<file path="src/rtl/svr_pkg.sv">
// Shared types for the supply-drop reset controller.
// Assumes all strobes are single-cycle pulses synchronous to the oscillator clock.
package svr_pkg;

    // Decoded instruction strobes delivered by the CPU in one cycle.
    typedef struct packed {
        logic arm;
        logic prefix;
        logic pd_a;
        logic pd_b;
    } svr_cmd_t;

    // Sources that wake the CPU out of power-down.
    typedef struct packed {
        logic timer;
        logic key;
    } svr_wake_t;

endpackage

</file>
<file path="src/rtl/svr_mode_latches.sv">
// Power-down and arm latches, plus the one-cycle prefix pending flag.
// Assumes rst_int is the registered internal reset; clearing always wins over setting.
module svr_mode_latches
    import svr_pkg::*;
(
    input  logic      clk,
    input  logic      rst_n,
    input  logic      rst_int,
    input  svr_cmd_t  cmd,
    input  svr_wake_t wake,
    output logic      pd_mode,
    output logic      armed,
    output logic      pend
);

    logic pd_req;
    logic pd_clr;

    // Decode a set request for power-down and the combined clear sources.
    always_comb begin
        pd_req = pend & (cmd.pd_a | cmd.pd_b);
        pd_clr = rst_int | wake.timer | wake.key;
    end

    // Remember a prefix strobe for exactly the following cycle.
    always_ff @(posedge clk) begin
        if (!rst_n || rst_int) pend <= 1'b0;
        else                   pend <= cmd.prefix;
    end

    // Power-down latch: set by prefixed power-down strobe, cleared by wake or reset.
    always_ff @(posedge clk) begin
        if (!rst_n)      pd_mode <= 1'b0;
        else if (pd_clr) pd_mode <= 1'b0;
        else if (pd_req) pd_mode <= 1'b1;
    end

    // Arm latch: set by arm strobe, cleared only by internal reset.
    always_ff @(posedge clk) begin
        if (!rst_n || rst_int) armed <= 1'b0;
        else if (cmd.arm)      armed <= 1'b1;
    end

endmodule

</file>
<file path="src/rtl/svr_drop_qual.sv">
// Qualifies the raw low-supply flag against the enable pin and the mode latches.
// Assumes the flag is already synchronous; no hysteresis is applied here.
module svr_drop_qual (
    input  logic drop,
    input  logic enable,
    input  logic pd_mode,
    input  logic armed,
    output logic qual
);

    // Detection counts when enabled, and in power-down only if armed.
    always_comb begin
        qual = enable & drop & (~pd_mode | armed);
    end

endmodule

</file>
<file path="src/rtl/svr_release_timer.sv">
// Holds reset while a qualified drop is present and for RELEASE_COUNT cycles after it.
// Assumes RELEASE_COUNT >= 2; the counter freezes at its terminal value once released.
module svr_release_timer #(
    parameter int RELEASE_COUNT = 5412,
    localparam int CNT_W = $clog2(RELEASE_COUNT)
) (
    input  logic             clk,
    input  logic             rst_n,
    input  logic             qual,
    output logic             rst_out,
    output logic [CNT_W-1:0] cnt
);

    localparam logic [CNT_W-1:0] LAST = CNT_W'(RELEASE_COUNT - 1);

    // Restart on every qualified drop, count out the hold time, then release.
    always_ff @(posedge clk) begin
        if (!rst_n) begin
            cnt     <= '0;
            rst_out <= 1'b1;
        end else if (qual) begin
            cnt     <= '0;
            rst_out <= 1'b1;
        end else if (rst_out) begin
            if (cnt == LAST) rst_out <= 1'b0;
            else             cnt     <= cnt + 1'b1;
        end
    end

endmodule

</file>
<file path="src/rtl/svr_reset_ctrl.sv">
// Top of the supply-drop reset controller: mode latches, drop qualifier, release timer.
// Assumes every input is synchronous to clk, the on-chip oscillator clock.
module svr_reset_ctrl
    import svr_pkg::*;
#(
    parameter int RELEASE_COUNT = 5412,
    localparam int CNT_W = $clog2(RELEASE_COUNT)
) (
    input  logic clk,
    input  logic rst_n,
    input  logic drop_i,
    input  logic enable_i,
    input  logic arm_stb_i,
    input  logic pd_prefix_stb_i,
    input  logic pd_a_stb_i,
    input  logic pd_b_stb_i,
    input  logic timer_wake_i,
    input  logic key_wake_i,
    output logic sys_reset_o,
    output logic pd_mode_o,
    output logic armed_o
);

    svr_cmd_t         cmd;
    svr_wake_t        wake;
    logic             pend_w;
    logic             qual_w;
    logic [CNT_W-1:0] cnt_w;

    // Gather strobes and wake sources into their shared types.
    always_comb begin
        cmd.arm    = arm_stb_i;
        cmd.prefix = pd_prefix_stb_i;
        cmd.pd_a   = pd_a_stb_i;
        cmd.pd_b   = pd_b_stb_i;
        wake.timer = timer_wake_i;
        wake.key   = key_wake_i;
    end

    svr_mode_latches u_latches (
        .clk     (clk),
        .rst_n   (rst_n),
        .rst_int (sys_reset_o),
        .cmd     (cmd),
        .wake    (wake),
        .pd_mode (pd_mode_o),
        .armed   (armed_o),
        .pend    (pend_w)
    );

    svr_drop_qual u_qual (
        .drop    (drop_i),
        .enable  (enable_i),
        .pd_mode (pd_mode_o),
        .armed   (armed_o),
        .qual    (qual_w)
    );

    svr_release_timer #(.RELEASE_COUNT(RELEASE_COUNT)) u_timer (
        .clk     (clk),
        .rst_n   (rst_n),
        .qual    (qual_w),
        .rst_out (sys_reset_o),
        .cnt     (cnt_w)
    );

endmodule

</file>
<file path="config.mk">
export PLATFORM = sky130hd
export DESIGN_NAME = svr_reset_ctrl
export DESIGN_NICKNAME = d
export VERILOG_FILES = /design/src/rtl/svr_pkg.sv /design/src/rtl/svr_mode_latches.sv /design/src/rtl/svr_drop_qual.sv /design/src/rtl/svr_release_timer.sv /design/src/rtl/svr_reset_ctrl.sv
export SDC_FILE = /design/constraint.sdc
export NUM_CORES = 1
export LEC_CHECK = 0
export ABC_AREA = 1
export BUFFER_PORTS_ARGS = -buffer_cell sky130_fd_sc_hd__buf_2
export CAP_MARGIN = 10
export CELL_PAD_IN_SITES_DETAIL_PLACEMENT = 1
export CELL_PAD_IN_SITES_GLOBAL_PLACEMENT = 1
export CORE_MARGIN = 3
export CORE_UTILIZATION = 42
export CTS_BUF_LIST = sky130_fd_sc_hd__clkbuf_16
export CTS_CLUSTER_SIZE = 14
export DETAILED_ROUTE_END_ITERATION = 10
export PLACE_DENSITY_LB_ADDON = 0.05
export SLEW_MARGIN = 40
export SYNTH_ARGS = -nofsm -noshare
export SYNTH_HDL_FRONTEND = slang
export SYNTH_SLANG_ARGS = --single-unit
</file>
<file path="constraint.sdc">
create_clock -name clk -period 2.7 [get_ports clk]
set_clock_uncertainty 0.1 [all_clocks]
set_input_delay 0.27 -clock clk [delete_from_list [all_inputs] [get_ports clk]]
set_output_delay 0.27 -clock clk [all_outputs]
set_load 0.05 [all_outputs]
</file>
Yosys cells after proc, flatten, opt, wreduce, memory -nomap -nowiden

Index checks and enable logic that the tools add are counted.

Word-level logic and storage cells: 24
Bits of input ports: 10
Flip-flop bits (word level): 17
Output and inout port bits: 3

Bitwise operators: 10
Equality and inequality tests: 1
Add/subtract/negate cells: 1
Multiplexer cells: 2
Reductions and logical operators: 5

Operators by type and width:

| kind                  | count |
|---|---|
| $add 13x1->13 const B | 1 |
| $eq 13x13->1 const B  | 1 |
| $or 1x1->1            | 4 |
| $reduce_or 2->1       | 2 |
| $and 1x1->1           | 3 |
| $not 1->1             | 3 |
| $mux 1                | 2 |
| $reduce_and 2->1      | 1 |
| $logic_not 1->1       | 1 |
| $logic_or 1x1->1      | 1 |

Depth between registers and ports, before layout

Depth in word-level cells: 4
Depth in mapped cells: 9
Gate-level depth less buffers: 9

Cells and area by module

Synthesis repeated with hierarchy kept, for this count alone.

Cells, all modules: 156
Area, all modules: 1,008.5 um^2

Modules (own cells, without submodules):

| module            | seq. area each (um^2) | times used | area each (um^2) | cells an instance |
|---|---|---|---|---|
| svr_release_timer | 280.3                 | 1          | 865.8            | 138 |
| svr_mode_latches  | 60.1                  | 1          | 126.4            | 15 |
| svr_drop_qual     | 0.0                   | 1          | 16.3             | 3 |

Worst setup path before layout

Ideal clock, no wire load.

Path kind: register -> register
Start: register u_timer.rst_out
End: register u_timer.cnt[6]
Arrival: 1,264 ps
Period minus slack after synthesis: 1,488 ps
Required time: 2,476 ps
Stages on the path, launching flop included: 5
Buffers on the path: 1
Setup slack: 1,212 ps
Library setup time: 124 ps
Cell sequence: dfxtp_1 buf_2 nand3_1 o31ai_1 a21oi_1

Word-level cells in the longest chain between the ends: 1

Ends and longest elaborated chain:

| what                              | RTL line                | text |
|---|---|---|
| start, declared                   | svr_release_timer.sv:10 | `output logic rst_out,` |
| start signal, assigned            | svr_release_timer.sv:20 | `rst_out <= 1'b1;` |
| start signal, assigned            | svr_release_timer.sv:23 | `rst_out <= 1'b1;` |
| start signal, assigned            | svr_release_timer.sv:25 | `if (cnt == LAST) rst_out <= 1'b0;` |
| $reduce_and 2->1 (no source line) | --                      |  |
| end signal, assigned              | svr_release_timer.sv:26 | `else cnt <= cnt + 1'b1;` |
| end, declared                     | svr_release_timer.sv:11 | `output logic [CNT_W-1:0] cnt` |

Every way passes these cells.
A chain may end at the register's enable or synchronous reset.

Worst setup path after layout

Start: register u_timer.rst_out
End: output port sys_reset_o

RTL lines:

| what          | RTL line             | text |
|---|---|---|
| end, declared | svr_reset_ctrl.sv:19 | `output logic sys_reset_o,` |

No word-level cell between the ends.

==> flow_metrics.tcl <==
set metrics [dict create \
    status "finished clean" \
    combPwrFrac_pct 4.0 \
    drcViolationCount 0 \
    yosysTopAreaCellShare_pct 34.1 \
    clock_sinks 17 \
    yosysTopAreaCell "dfxtp_1" \
    synth-seq-cells 17 \
    gp_congestion 0.795 \
    layout_setup_ws_ns 0.939 \
    insertion_delay_ns 0.25 \
    reg2regPathDepth 8 \
    grt_pass1_vias 871 \
    clockPowerShare_pct 52.2 \
    cts_resized 0 \
    pwr_density_cell_mw_per_mm2 513 \
    crit_family "flip-flops" \
    met3_usage_pct 4.09 \
    dp_slack_ns 1.05 \
    finalHoldViolations 0 \
    fin_setup_tns_ns 0 \
    drv_cap 0 \
    critPathLaunchType "flip-flop" \
    drive_gt1_share_pct 18.5 \
    clk_pin_slew_ns 0.05 \
    drt_iter0_markers 7 \
    hp-class "input pin to flip-flop" \
    grt_use_met1_pct 24.6 \
    irDropWorstVdd_uv 271 \
    arrival_ns 1.39 \
    whs_path_depth 2 \
    switching_power_uw 123 \
    p_int_uw 462 \
    hold_ws_ns 0.0770 \
    die_h_um 54.8 \
    slew_headroom_pct 54.7 \
    cts_tree "done" \
    ant_nets 0 \
    floorplan.initialDensity_pct 44.7 \
    min-delay-start "timer_wake_i" \
    dieArea_mm2 0.00300 \
    switching_share_pct 21.0 \
    end_kind "output pin" \
    grt.met2_usage_pct 30.1 \
    row_count 17 \
    synth_warnings 0 \
    final_common_cell "nand2_1" \
    place_hpwl_mm 1.84 \
    crit_fanout 18 \
    grt_max_degree 19 \
    setup_violations 0 \
    slowest_stage "dfxtp_1" \
    grt.total_usage_pct 18.8 \
    core_mm2 0.00223 \
    worst_pin_slew_ns 0.679 \
    die_w_um 54.8 \
    finalMaxSlewViolations 0 \
    required_ns 2.33 \
    postCtsSetupRepairBufs 0 \
    gr-total-overflow 0 \
    htree_num_levels 1 \
    synth_fp_nets 161 \
    cp_cell_sequence "buf_2" \
    drt-total-wl_mm 2.55 \
    postCtsHoldBufs 0 \
    p_seq_share_pct 43.8 \
    path_buf_inv 1 \
    min_to "u_latches.pd_mode" \
    synthCells 150 \
    fin_crit_ns 1.76 \
    insertedDiodeCount 0 \
    nets 174 \
    power.total_uw 585 \
    grt_pass1_wl_mm 3.93 \
    critical_path_class "flip-flop to output pin" \
    ctsRootBufferMaster "clkbuf_16" \
    reg2reg_slack_ns 0.95 \
    ioPinCount 13 \
    top_usage_layer "met2" \
    netlist_area_um2 998 \
    dr.pass1.iters 4 \
    via_per_inst 5.03 \
    slowest_delay_ns 0.75 \
    layout_common_cells "39 x nand2_1, 23 x inv_1, 17 x dfxtp_1, 16 x nand3_1, 15 x nor2_1" \
    cts_max_path_buffers 2 \
    ys_types 22 \
    r2r_start "u_timer.cnt[0]" \
    wire_per_inst_um 13.4 \
    max_freq_mhz 568 \
    antenna_found_initial 0 \
    rsz0062_at_grt "no" \
    portBuffers 12 \
    fin_crit_sh_pct 65.2 \
    yosys-top-cells-area "dfxtp_1 34%, nand2_1 15%, inv_1 8.6%" \
    synth_seq_area_share_pct 34.1 \
    area_growth_pct 14.0 \
    leakage_nw 0.463 \
    syn-mean-instance-area_um2 6.66 \
    r2r_end "u_timer.cnt[1]" \
    vias 956 \
    numCtsBuffers 3 \
]
-- how the worst max path moves through the flow --
| stage | endpoint | startpoint | cells past startpoint | slack [ns] |
|---|---|---|---|---|
| global placement | u_timer.cnt[0] | u_timer.cnt[0] | 8 | 1.17 |
| finish | sys_reset_o | u_timer.rst_out | 1 | 0.94 |
| global route | u_timer.cnt[1] | u_timer.cnt[0] | 8 | 0.85 |
| CTS | sys_reset_o | u_timer.rst_out | 1 | 0.93 |
| floorplan | u_timer.cnt[6] | u_timer.rst_out | 4 | 1.21 |
| detailed placement | u_timer.cnt[1] | u_timer.cnt[0] | 8 | 1.05 |
-- metrics by stage --
stage	instance area [um2]	utilization [%]	instances
after floorplan	998	-	150
after global placement	1060	47.4	186
after detailed placement	1060	47.4	186
after CTS	1140	51.0	190
after global routing	1140	51.0	190
final	1140	51.0	190
-- synthesized netlist by cell type --
cell type  count
a21oi_1        7
nor4_1         1
nor2_2         8
nor2_1        15
xor2_1         2
nand2_1       39
buf_6          2
nand4_1        6
nand2_2        2
and2_1         1
o31ai_1        1
nor2_4         2
inv_1         23
buf_2          1
o21a_1         1
buf_4          1
ha_1           1
nand3_4        1
o21ai_0        2
dfxtp_1       17
nand3_1       16
nand2_4        1
-- cell families after synthesis --
logic type                 synth area share (%)
AOI/OAI and AO/OA                          6.02
adders and majority gates                  1.25
buffers and inverters                      12.2
and+or+nand+nor                            44.7
DFF                                        34.1
xor gates and xnor gates                   1.75
-- power groups by stage --
stage | Sequential, mW | Combinational [mW] | Clock (mW)
after floorplan | 0.261 | 0.0142 | 0
after global placement | 0.261 | 0.0219 | 0
after detailed placement | 0.261 | 0.0229 | 0
after CTS | 0.256 | 0.0236 | 0.305
after global routing | 0.256 | 0.0268 | 0.319
final | 0.256 | 0.0233 | 0.305
-- sequential cells by signal, summed over array words and instances, names as in the netlist --
| register | cells |
|---|---|
| u_latches.pend | 1 |
| u_timer.rst_out | 1 |
| u_timer.cnt | 13 |
| u_latches.armed | 1 |
| u_latches.pd_mode | 1 |
-- per-layer routing --
layer  vias up  part of all wire (%)
met5         -                     0
met4         0                   1.2
met3         5                   4.0
met2        14                    47
met1       442                    48
li1        495                     -
-- final cells by class --
type / count / area [um2]
multi-input cells: 106 / 537
flip-flops and latches: 17 / 340
inverters: 23 / 86.3
repair buffers: 12 / 60.1
fillers: 306 / 1090
well taps: 28 / 35.0
clock inverters: 1 / 5.00
clock buffers: 3 / 75.1
No activity file was read; power rests on OpenSTA's default activity.
